**config.mk**
```make
export PLATFORM = sky130hd
export DESIGN_NAME = sio_irq_top
export DESIGN_NICKNAME = d
export VERILOG_FILES = /design/src/rtl/sio_irq_pkg.sv /design/src/rtl/sio_irq_ctl.sv /design/src/rtl/sio_irq_dp.sv /design/src/rtl/sio_irq_top.sv
export SDC_FILE = /design/constraint.sdc
export NUM_CORES = 1
export LEC_CHECK = 0
export BUFFER_PORTS_ARGS = -buffer_cell sky130_fd_sc_hd__buf_2
export CAP_MARGIN = 20
export CORE_AREA = 2 2 78 80
export CTS_CLUSTER_SIZE = 25
export DETAILED_ROUTE_END_ITERATION = 7
export DIE_AREA = 0 0 80 82
export PLACE_DENSITY_LB_ADDON = 0.08
export RECOVER_POWER = 50
export SLEW_MARGIN = 30
export SYNTH_ARGS = -nofsm -noshare
export SYNTH_HDL_FRONTEND = slang
export SYNTH_SLANG_ARGS = --single-unit
```
**constraint.sdc**
```tcl
create_clock -name clk -period 1.8 [get_ports clk]
set_clock_uncertainty 0.15 [all_clocks]
set_input_delay 0.18 -clock clk [delete_from_list [all_inputs] [get_ports clk]]
set_output_delay 0.18 -clock clk [all_outputs]
set_load 0.05 [all_outputs]
```
**src/rtl/sio_irq_pkg.sv**
```systemverilog
package sio_irq_pkg;
  localparam int NCH        = 2;
  localparam int SRC_PER_CH = 3;
  localparam int SRC_N      = NCH * SRC_PER_CH;
  // source offsets inside a channel's group of pending bits
  localparam int SRC_EXT = 0;
  localparam int SRC_TX  = 1;
  localparam int SRC_RX  = 2;
  // enable byte fields
  localparam int EN_EXT = 0;
  localparam int EN_TX  = 1;
  localparam int RXM_LO = 3;
  localparam int RXM_HI = 4;
  // master control fields
  localparam int MC_MIE = 3;
  localparam int MC_VHI = 4;

  typedef enum logic [1:0] {
    RXM_NONE    = 2'd0,
    RXM_FIRST   = 2'd1,
    RXM_ALL     = 2'd2,
    RXM_SPECIAL = 2'd3
  } rxMode_e;

  typedef struct packed {
    logic [SRC_N-1:0] setPend;
    logic [SRC_N-1:0] clrPend;
    logic [NCH-1:0]   snap;
    logic [NCH-1:0]   unlatch;
  } irqStrobes_t;
endpackage

```
**src/rtl/sio_irq_ctl.sv**
```systemverilog
module sio_irq_ctl
  import sio_irq_pkg::*;
#(
  parameter int STAT_W = 8,
  parameter logic [STAT_W-1:0] EXT_ALLOW = 'hFA
) (
  input  logic                           clk,
  input  logic                           rstN,
  input  logic [NCH-1:0]                 rxCharEvt,
  input  logic [NCH-1:0]                 rxSpecEvt,
  input  logic [NCH-1:0]                 txEmptyEvt,
  input  logic [NCH-1:0]                 armRxCmd,
  input  logic [NCH-1:0]                 rxClrCmd,
  input  logic [NCH-1:0]                 txRstCmd,
  input  logic [NCH-1:0]                 extRstCmd,
  input  logic [NCH-1:0][7:0]            intEn,
  input  logic [NCH-1:0][STAT_W-1:0]     extMask,
  input  logic [NCH-1:0][STAT_W-1:0]     status,
  input  logic [SRC_N-1:0]               pending,
  output irqStrobes_t                    strb
);
  logic [SRC_N-1:0] setV;
  logic [SRC_N-1:0] clrV;
  logic [NCH-1:0]   snapV;
  logic [NCH-1:0]   unlatchV;

  for (genvar ch = 0; ch < NCH; ch++) begin : g_ch
    // channel A (index 0) owns the upper group of pending bits
    localparam int BASE = (NCH - 1 - ch) * SRC_PER_CH;
    logic [STAT_W-1:0] statusPrev;
    logic              armFlag;
    logic              statChg;
    logic              rxHit;
    rxMode_e           mode;

    assign mode    = rxMode_e'(intEn[ch][RXM_HI:RXM_LO]);
    assign statChg = |((status[ch] ^ statusPrev) & extMask[ch] & EXT_ALLOW);

    always_comb begin
      case (mode)
        RXM_NONE:  rxHit = 1'b0;
        RXM_FIRST: rxHit = (rxCharEvt[ch] & armFlag) | rxSpecEvt[ch];
        RXM_ALL:   rxHit = rxCharEvt[ch] | rxSpecEvt[ch];
        default:   rxHit = rxSpecEvt[ch];
      endcase
    end

    assign setV[BASE+SRC_EXT] = intEn[ch][EN_EXT] & statChg;
    assign setV[BASE+SRC_TX]  = intEn[ch][EN_TX] & txEmptyEvt[ch];
    assign setV[BASE+SRC_RX]  = rxHit;
    assign clrV[BASE+SRC_EXT] = extRstCmd[ch];
    assign clrV[BASE+SRC_TX]  = txRstCmd[ch];
    assign clrV[BASE+SRC_RX]  = rxClrCmd[ch];
    assign snapV[ch]          = setV[BASE+SRC_EXT] & ~pending[BASE+SRC_EXT];
    assign unlatchV[ch]       = extRstCmd[ch];

    always_ff @(posedge clk or negedge rstN) begin
      if (!rstN) begin
        statusPrev <= '0;
        armFlag    <= 1'b0;
      end else begin
        statusPrev <= status[ch];
        if (armRxCmd[ch])                         armFlag <= 1'b1;
        else if (rxCharEvt[ch] && mode != RXM_NONE) armFlag <= 1'b0;
      end
    end
  end

  always_comb begin
    strb.setPend = setV;
    strb.clrPend = clrV;
    strb.snap    = snapV;
    strb.unlatch = unlatchV;
  end
endmodule

```
**src/rtl/sio_irq_dp.sv**
```systemverilog
module sio_irq_dp
  import sio_irq_pkg::*;
#(
  parameter int STAT_W = 8,
  parameter logic [STAT_W-1:0] EXT_ALLOW = 'hFA
) (
  input  logic                       clk,
  input  logic                       rstN,
  input  irqStrobes_t                strb,
  input  logic [NCH-1:0][STAT_W-1:0] extMask,
  input  logic [NCH-1:0][STAT_W-1:0] status,
  input  logic [7:0]                 masterCtl,
  input  logic [7:0]                 baseVec,
  input  logic                       vecSelB,
  output logic [SRC_N-1:0]           pending,
  output logic                       irq,
  output logic [7:0]                 vecOut,
  output logic [NCH-1:0][STAT_W-1:0] statusRd
);
  logic [SRC_N-1:0] pendNext;
  logic [2:0]       code;
  logic [2:0]       codeRev;

  assign pendNext = (pending & ~strb.clrPend) | strb.setPend;

  always_ff @(posedge clk or negedge rstN) begin
    if (!rstN) begin
      pending <= '0;
      irq     <= 1'b0;
    end else begin
      pending <= pendNext;
      irq     <= masterCtl[MC_MIE] & (|pendNext);
    end
  end

  for (genvar ch = 0; ch < NCH; ch++) begin : g_latch
    logic [STAT_W-1:0] latchMsk;
    logic [STAT_W-1:0] latchVal;

    always_ff @(posedge clk or negedge rstN) begin
      if (!rstN) begin
        latchMsk <= '0;
        latchVal <= '0;
      end else if (strb.snap[ch]) begin
        latchMsk <= extMask[ch] & EXT_ALLOW;
        latchVal <= status[ch];
      end else if (strb.unlatch[ch]) begin
        latchMsk <= '0;
      end
    end

    assign statusRd[ch] = (status[ch] & ~latchMsk) | (latchVal & latchMsk);
  end

  // fixed priority: A rx, A tx, A ext, B rx, B tx, B ext
  always_comb begin
    if      (pending[5]) code = 3'd6;
    else if (pending[4]) code = 3'd4;
    else if (pending[3]) code = 3'd5;
    else if (pending[2]) code = 3'd2;
    else if (pending[1]) code = 3'd0;
    else if (pending[0]) code = 3'd1;
    else                 code = 3'd3;
  end

  assign codeRev = {code[0], code[1], code[2]};

  always_comb begin
    if (!vecSelB)                 vecOut = baseVec;
    else if (masterCtl[MC_VHI])   vecOut = {baseVec[7], codeRev, baseVec[3:0]};
    else                          vecOut = {baseVec[7:4], code, baseVec[0]};
  end
endmodule

```
**src/rtl/sio_irq_top.sv**
```systemverilog
module sio_irq_top
  import sio_irq_pkg::*;
#(
  parameter int STAT_W = 8
) (
  input  logic              clk,
  input  logic              rstN,
  input  logic [1:0]        rxCharEvt,
  input  logic [1:0]        rxSpecEvt,
  input  logic [1:0]        txEmptyEvt,
  input  logic [1:0]        armRxCmd,
  input  logic [1:0]        rxClrCmd,
  input  logic [1:0]        txRstCmd,
  input  logic [1:0]        extRstCmd,
  input  logic [7:0]        intEnA,
  input  logic [7:0]        intEnB,
  input  logic [STAT_W-1:0] extMaskA,
  input  logic [STAT_W-1:0] extMaskB,
  input  logic [STAT_W-1:0] statusA,
  input  logic [STAT_W-1:0] statusB,
  input  logic [7:0]        masterCtl,
  input  logic [7:0]        baseVec,
  input  logic              vecSelB,
  output logic              irq,
  output logic [5:0]        pending,
  output logic [7:0]        vecOut,
  output logic [STAT_W-1:0] statusRdA,
  output logic [STAT_W-1:0] statusRdB
);
  localparam logic [STAT_W-1:0] EXT_ALLOW = STAT_W'('hFA);

  logic [NCH-1:0][7:0]        intEnArr;
  logic [NCH-1:0][STAT_W-1:0] maskArr;
  logic [NCH-1:0][STAT_W-1:0] statArr;
  logic [NCH-1:0][STAT_W-1:0] rdArr;
  irqStrobes_t                strb;

  assign intEnArr  = {intEnB, intEnA};
  assign maskArr   = {extMaskB, extMaskA};
  assign statArr   = {statusB, statusA};
  assign statusRdA = rdArr[0];
  assign statusRdB = rdArr[1];

  sio_irq_ctl #(.STAT_W(STAT_W), .EXT_ALLOW(EXT_ALLOW)) ctl_i (
    .clk(clk), .rstN(rstN),
    .rxCharEvt(rxCharEvt), .rxSpecEvt(rxSpecEvt), .txEmptyEvt(txEmptyEvt),
    .armRxCmd(armRxCmd), .rxClrCmd(rxClrCmd), .txRstCmd(txRstCmd), .extRstCmd(extRstCmd),
    .intEn(intEnArr), .extMask(maskArr), .status(statArr),
    .pending(pending), .strb(strb)
  );

  sio_irq_dp #(.STAT_W(STAT_W), .EXT_ALLOW(EXT_ALLOW)) dp_i (
    .clk(clk), .rstN(rstN), .strb(strb),
    .extMask(maskArr), .status(statArr),
    .masterCtl(masterCtl), .baseVec(baseVec), .vecSelB(vecSelB),
    .pending(pending), .irq(irq), .vecOut(vecOut), .statusRd(rdArr)
  );
endmodule

```
# Yosys cells after proc, flatten, opt, wreduce, memory -nomap -nowiden
# Index checks and enable logic that the tools add are counted.
dict set report classes {
  reduce_logical 13
  muxes 18
  bitwise_logic 30
  n_eq_ne 4
}
# operator count
set op_table {}
lappend op_table {{8-bit bitwise AND} 6}
lappend op_table {{8-bit two-way mux} 4}
lappend op_table {{6-bit OR reduction} 3}
lappend op_table {{8-bit NOT} 2}
lappend op_table {{8-bit bitwise OR} 2}
lappend op_table {{8-bit XOR} 2}
lappend op_table {{3-bit two-way mux} 5}
lappend op_table {{7-bit two-way mux} 2}
lappend op_table {{2-bit nonzero test} 6}
lappend op_table {{1-bit bitwise AND} 9}
lappend op_table {{6-bit bitwise AND} 1}
lappend op_table {{6-bit NOT} 1}
lappend op_table {{6-bit bitwise OR} 1}
lappend op_table {{1-bit case mux with 3 select lines} 2}
lappend op_table {{2-bit by 1-bit equality test with 1-bit output (second input constant)} 2}
lappend op_table {{2-bit equality test (second input constant)} 2}
lappend op_table {{2-bit logical NOT} 2}
lappend op_table {{1-bit two-way mux} 4}
lappend op_table {{1-bit bitwise OR} 4}
lappend op_table {{1-bit logical AND} 2}
lappend op_table {{2-bit two-way mux} 1}
lappend op_table {{1-bit NOT} 2}
dict set report totals {
  output_inout_bits 31
  in_bits 81
  wordCells 75
  register_bits 57
}

# Depth between registers and ports, before layout
dict set report logic_depth {
  ltp_word 8
  depth_mapped 7
  ltp_nobuf 7
}

# Modules after synthesis
# Synthesis repeated with hierarchy kept, for this count alone.
dict set report hier_totals {
  cells_unflattened 207
  hier_area_um2 2279.7
}
# mod area_each_um2 cells_per_inst seq_area_each_um2 n_inst
set modules_own_cells {}
lappend modules_own_cells {sio_irq_dp 1496.4 137 775.7 1}
lappend modules_own_cells {sio_irq_ctl 783.3 70 350.3 1}

# Worst setup path before layout
# Ideal clock, no wire load.
dict set report synth_timing {
  kind {flip-flop to output port}
  start {register dp_i.pending[0]}
  end {output port vecOut[2]}
  arrival_ps 2075
  stages_incl_launch_ff 6
  path_buffers 0
  required_time_ps 1470
  setup_slack_ps -605
  path_cell_list {dfrtp_1 > inv_1 > a21oi_1 > nor3_1 > nor2_1 > o21ai_0}
}
dict set report synth_via {
  elab_chain_len 8
}
# element line_no
set synth_rtl {}
lappend synth_rtl {{from (decl)} sio_irq_dp.sv:15} ;# output logic [SRC_N-1:0] pending,
lappend synth_rtl {{from (signal assigned)} sio_irq_dp.sv:31} ;# pending <= pendNext;
lappend synth_rtl {{2-bit two-way mux} sio_irq_dp.sv:62} ;# else if (pending[0]) code = 3'd1;
lappend synth_rtl {{3-bit two-way mux} sio_irq_dp.sv:61} ;# else if (pending[1]) code = 3'd0;
lappend synth_rtl {{3-bit two-way mux} sio_irq_dp.sv:60} ;# else if (pending[2]) code = 3'd2;
lappend synth_rtl {{3-bit two-way mux} sio_irq_dp.sv:59} ;# else if (pending[3]) code = 3'd5;
lappend synth_rtl {{3-bit two-way mux} sio_irq_dp.sv:58} ;# else if (pending[4]) code = 3'd4;
lappend synth_rtl {{3-bit two-way mux} sio_irq_dp.sv:57} ;# if (pending[5]) code = 3'd6;
lappend synth_rtl {{7-bit two-way mux} sio_irq_dp.sv:70} ;# else if (masterCtl[MC_VHI]) vecOut = {baseVec[7], codeRev, baseVec[3:0]};
lappend synth_rtl {{7-bit two-way mux} sio_irq_dp.sv:69} ;# if (!vecSelB) vecOut = baseVec;
lappend synth_rtl {{to (decl)} sio_irq_top.sv:26} ;# output logic [7:0] vecOut,
# Every way passes these cells.

# Worst setup path in the final report
dict set report layout_timing {
  start {input port extMaskA[6]}
  end {register dp_i.g_latch[0].latchMsk[7]}
}
dict set report layout_via {
  elab_chain_len 5
  elab_cells_between_ends 6
  classes_between {1 x mux; 3 x bitwise; 2 x reduce/logical}
}
# element line_no
set layout_rtl {}
lappend layout_rtl {{from (decl)} sio_irq_top.sv:17} ;# input logic [STAT_W-1:0] extMaskA,
lappend layout_rtl {{8-bit bitwise AND (*)} sio_irq_ctl.sv:37} ;# assign statChg = |((status[ch] ^ statusPrev) & extMask[ch] & EXT_ALLOW);
lappend layout_rtl {{6-bit OR reduction (*)} sio_irq_ctl.sv:37}
lappend layout_rtl {{1-bit bitwise AND (*)} sio_irq_ctl.sv:48} ;# assign setV[BASE+SRC_EXT] = intEn[ch][EN_EXT] & statChg;
lappend layout_rtl {{1-bit bitwise AND (*)} sio_irq_ctl.sv:54} ;# assign snapV[ch] = setV[BASE+SRC_EXT] & ~pending[BASE+SRC_EXT];
lappend layout_rtl {{8-bit two-way mux or 2-bit nonzero test (tied branches)} --}
lappend layout_rtl {{to (signal assigned)} sio_irq_dp.sv:45} ;# latchMsk <= extMask[ch] & EXT_ALLOW;
lappend layout_rtl {{to (decl)} sio_irq_dp.sv:37} ;# logic [STAT_W-1:0] latchMsk;
# Every way passes the cells marked *; elsewhere a longest branch is shown, timed or not.
# A chain may end at the register's enable or synchronous reset.

==> summary.txt <==
Detailed routing
  – ANT nets after route: 0
  – Via/cell ratio: 4.639
  – DR iter-0 viols: 49
  – DRC: 0
  – Final wirelength: 5171 µm
  – Vias after detailed routing: 1772
  – Wirelength per Cell: 13.54 µm
  – First-pass iteration count of the detailed router: 4

Synth
  – Cells after synthesis: 185
  – Synth warnings: 0
  – Synth Area per Inst: 12.32 µm²
  – Post-synth top flop: dfrtp_1
  – Mux contribution to synthesized area: 0.2108
  – Largest family of logic cells by synthesized area: multiplexers
  – Simple-gate share of the synthesized area: 0.09879
  – Syn nets: 272
  – Synth Cell Area: 2280 µm²
  – Post-synthesis sequential area ratio: 0.4940
  – Post-synth EDFFs: 0
  – Compound-Gate Fraction of Synth Area: 0.06641
  – Synthesized flop and latch total: 45
  – Xor and xnor area share after synthesis: 0.04610
  – Post-synth cell types: 26
  – Post-Synth Adder-Cell Area: 0.03293
  – Asr flop ratio synth: 1.000

Worst setup path
  – Data arrival, critical path: 1.79 ns
  – Crit Path Class: in2reg
  – Startpoint Class: input port
  – CP Capture Type: register
  – Reg2Reg Launch Point: ctl_i.g_ch[1].statusPrev[6]$_DFF_PN0_
  – Worst Path Required: 1.84 ns
  – WP buf/inv: 2
  – Reg2reg setup slack: 0.07 ns
  – Critical-path cell list: dlygate4sd3_1 > buf_2 > a22oi_2 > nand3_2 > and3b_2 > mux2_4
  – Critical R2R Capture: dp_i.g_latch[1].latchVal[1]$_DFFE_PN0P_
  – Peak per-stage delay on the critical path: 0.53 ns
  – Cells on worst reg2reg path: 5
  – Worst-path fanout max: 6
  – Slowest-stage cell, CP: dlygate4sd3_1
  – CP delay by family, top: buffers and inverters

Finish
  – Commonest cells after routing, fill and taps aside: 69 x buf_2, 45 x dfrtp_1, 36 x dlygate4sd3_1
  – Share of layout cells above drive strength 1: 0.4528
  – Post-layout util: 0.5675
  – N_diodes: 0
  – Final #Nets: 393
  – Commonest non-fill, non-tap cell in the layout: buf_2
  – Layout area overhead: 43.03%

Timing
  – Final hold violation count: 0
  – RSZ-0062 raised after global routing: true
  – Final Max Tran Viols: 0
  – Measured slew at the worst slew-check pin: 1.008 ns
  – Final worst setup slack: 0.04430 ns
  – FMAX: 569.6 MHz
  – Clock period minus worst slack: 1.756 ns
  – Final setup viols: 0
  – Rel. slew slack: 0.3279
  – Fin crit share: 0.9754

Floorplanning
  – Core area: 5746 µm²
  – Starting Density: 0.3968
  – IO Count: 112
  – # rows: 28
  – Die ar.: 6560 µm²
  – Die width: 80 µm
  – Die H: 82 µm

CTS
  – Clk slew on worst S/H paths: 0.08 ns
  – Clock Sinks: 45
  – CTS max path bufs: 2
  – H-Tree Depth: 2
  – Clock Latency Late Sink: 0.29 ns
  – CTS Buf Count: 5
  – CTS tree: done
  – CTS Root Cell: clkbuf_8

Hold path
  – Min-delay src: statusB[5]
  – Worst hold stages: 2
  – Hold Crit Class: in2reg
  – Worst Hold End: dp_i.g_latch[1].latchVal[5]$_DFFE_PN0P_

Global route
  – Largest net degree at the start of global routing: 46
  – Grt ovf: 0
  – Initial antenna violation count: 0
  – First-pass GRT wire length: 7928 µm
  – Number of global-route vias before repair: 1704
  – All-Layer GR Usage: 0.1575

Power
  – Static Leak: 1.581 nW
  – Worst VDD drop: 0.4956 mV
  – Total power: 2.732 mW
  – Cell Pwr Density: 837.9 nW/µm²

Run status
  – Status: finished clean

Place
  – Place WS: -0.01702 ns
  – GPL Wtd Cong: 0.6882
  – Port bufs: 81
  – DP HPWL: 3409 µm

Job
  – Max cap viols: 0
-- flip-flops by register name, indices dropped and copies added (netlist names) --
register,count
ctl_i.g_ch.statusPrev,12
dp_i.g_latch.latchMsk,12
dp_i.g_latch.latchVal,12
dp_i.pending,6
ctl_i.g_ch.armFlag,2
dp_i.irq,1
-- cell type report --
type,count,area (µm²)
repair buffers,120,792.0
multi-input cells,121,1117
fillers,521,2485
clock buffers,6,72.57
flip-flops and latches,45,1126
clock inverters,2,10.01
inverters,13,48.80
well taps,75,93.84
-- worst max-delay path by stage --
stage,from,end,slack [ns],depth (start not counted)
floorplan,dp_i.pending[0]$_DFF_PN0_,vecOut[2],-0.23,5
global placement,intEnB[3],dp_i.irq$_DFF_PN0_,-0.007,8
detailed placement,intEnB[3],dp_i.irq$_DFF_PN0_,-0.02,8
CTS,ctl_i.g_ch[0].statusPrev[6]$_DFF_PN0_,dp_i.g_latch[0].latchVal[1]$_DFFE_PN0P_,-0.02,5
global route,dp_i.pending[3]$_DFF_PN0_,vecOut[1],-0.02,3
finish,extMaskA[6],dp_i.g_latch[0].latchMsk[7]$_DFFE_PN0P_,0.04,6
-- per-layer routing --
metal / global-route usage / part of all wire
met2: 0.2592 / 0.51
met5: 0 / 0
met1: 0.2000 / 0.42
met3: 0.03736 / 0.047
met4: 0.06441 / 0.022
-- report_power, final --
group / total [mW] / switching [mW] / internal, mW
clock: 0.603 / 0.334 / 0.269
sequential: 1.24 / 0.0834 / 1.15
combinational: 0.894 / 0.481 / 0.413
-- Yosys cell counts (4+ instances only) --
cell / number / area [µm²]
inv_1: 13 / 48.80
xor2_1: 12 / 105.1
a22oi_1: 6 / 45.04
ha_1: 6 / 75.07
mux2_2: 16 / 180.2
nand2_1: 11 / 41.29
nor2b_1: 13 / 81.33
nor2_1: 4 / 15.01
dfrtp_1: 45 / 1126
nand2b_1: 4 / 25.02
mux2_4: 20 / 300.3
o21ai_0: 8 / 40.04
buf_4: 6 / 45.04
-- kinds of logic (layout without fill, tap and decap cells) --
kind of cell	count (synthesis)	count (layout)
XOR/XNOR	12	12
buffers and inverters	21	141
multiplexers	36	36
AND/OR/NAND/NOR	41	43
flip-flops	45	45
AO/OA/AOI/OAI	24	24
adder cells (fa/ha/maj)	6	6
-- stage by stage --
step	instances	area, µm²	hold WS [ns]	setup TNS, ns
after floorplan	185	2295	-0.2656	-0.4513
after global placement	335	2754	0.03473	-0.006883
after detailed placement	335	2754	0.02847	-0.01702
after CTS	379	3199	0.004598	-0.1216
after global routing	382	3261	0.02331	-0.07780
final	382	3261	0.02306	0
-- repair_timing --
action,4_1_cts,5_1_grt
endpoints found under the hold margin,78,0
gates cloned,0,2
buffers inserted,0,1
gates resized for setup,1,19
setup endpoints to repair,23,28
hold buffers,36,0
pin swaps,1,16
(Power assumes the default switching activity.)
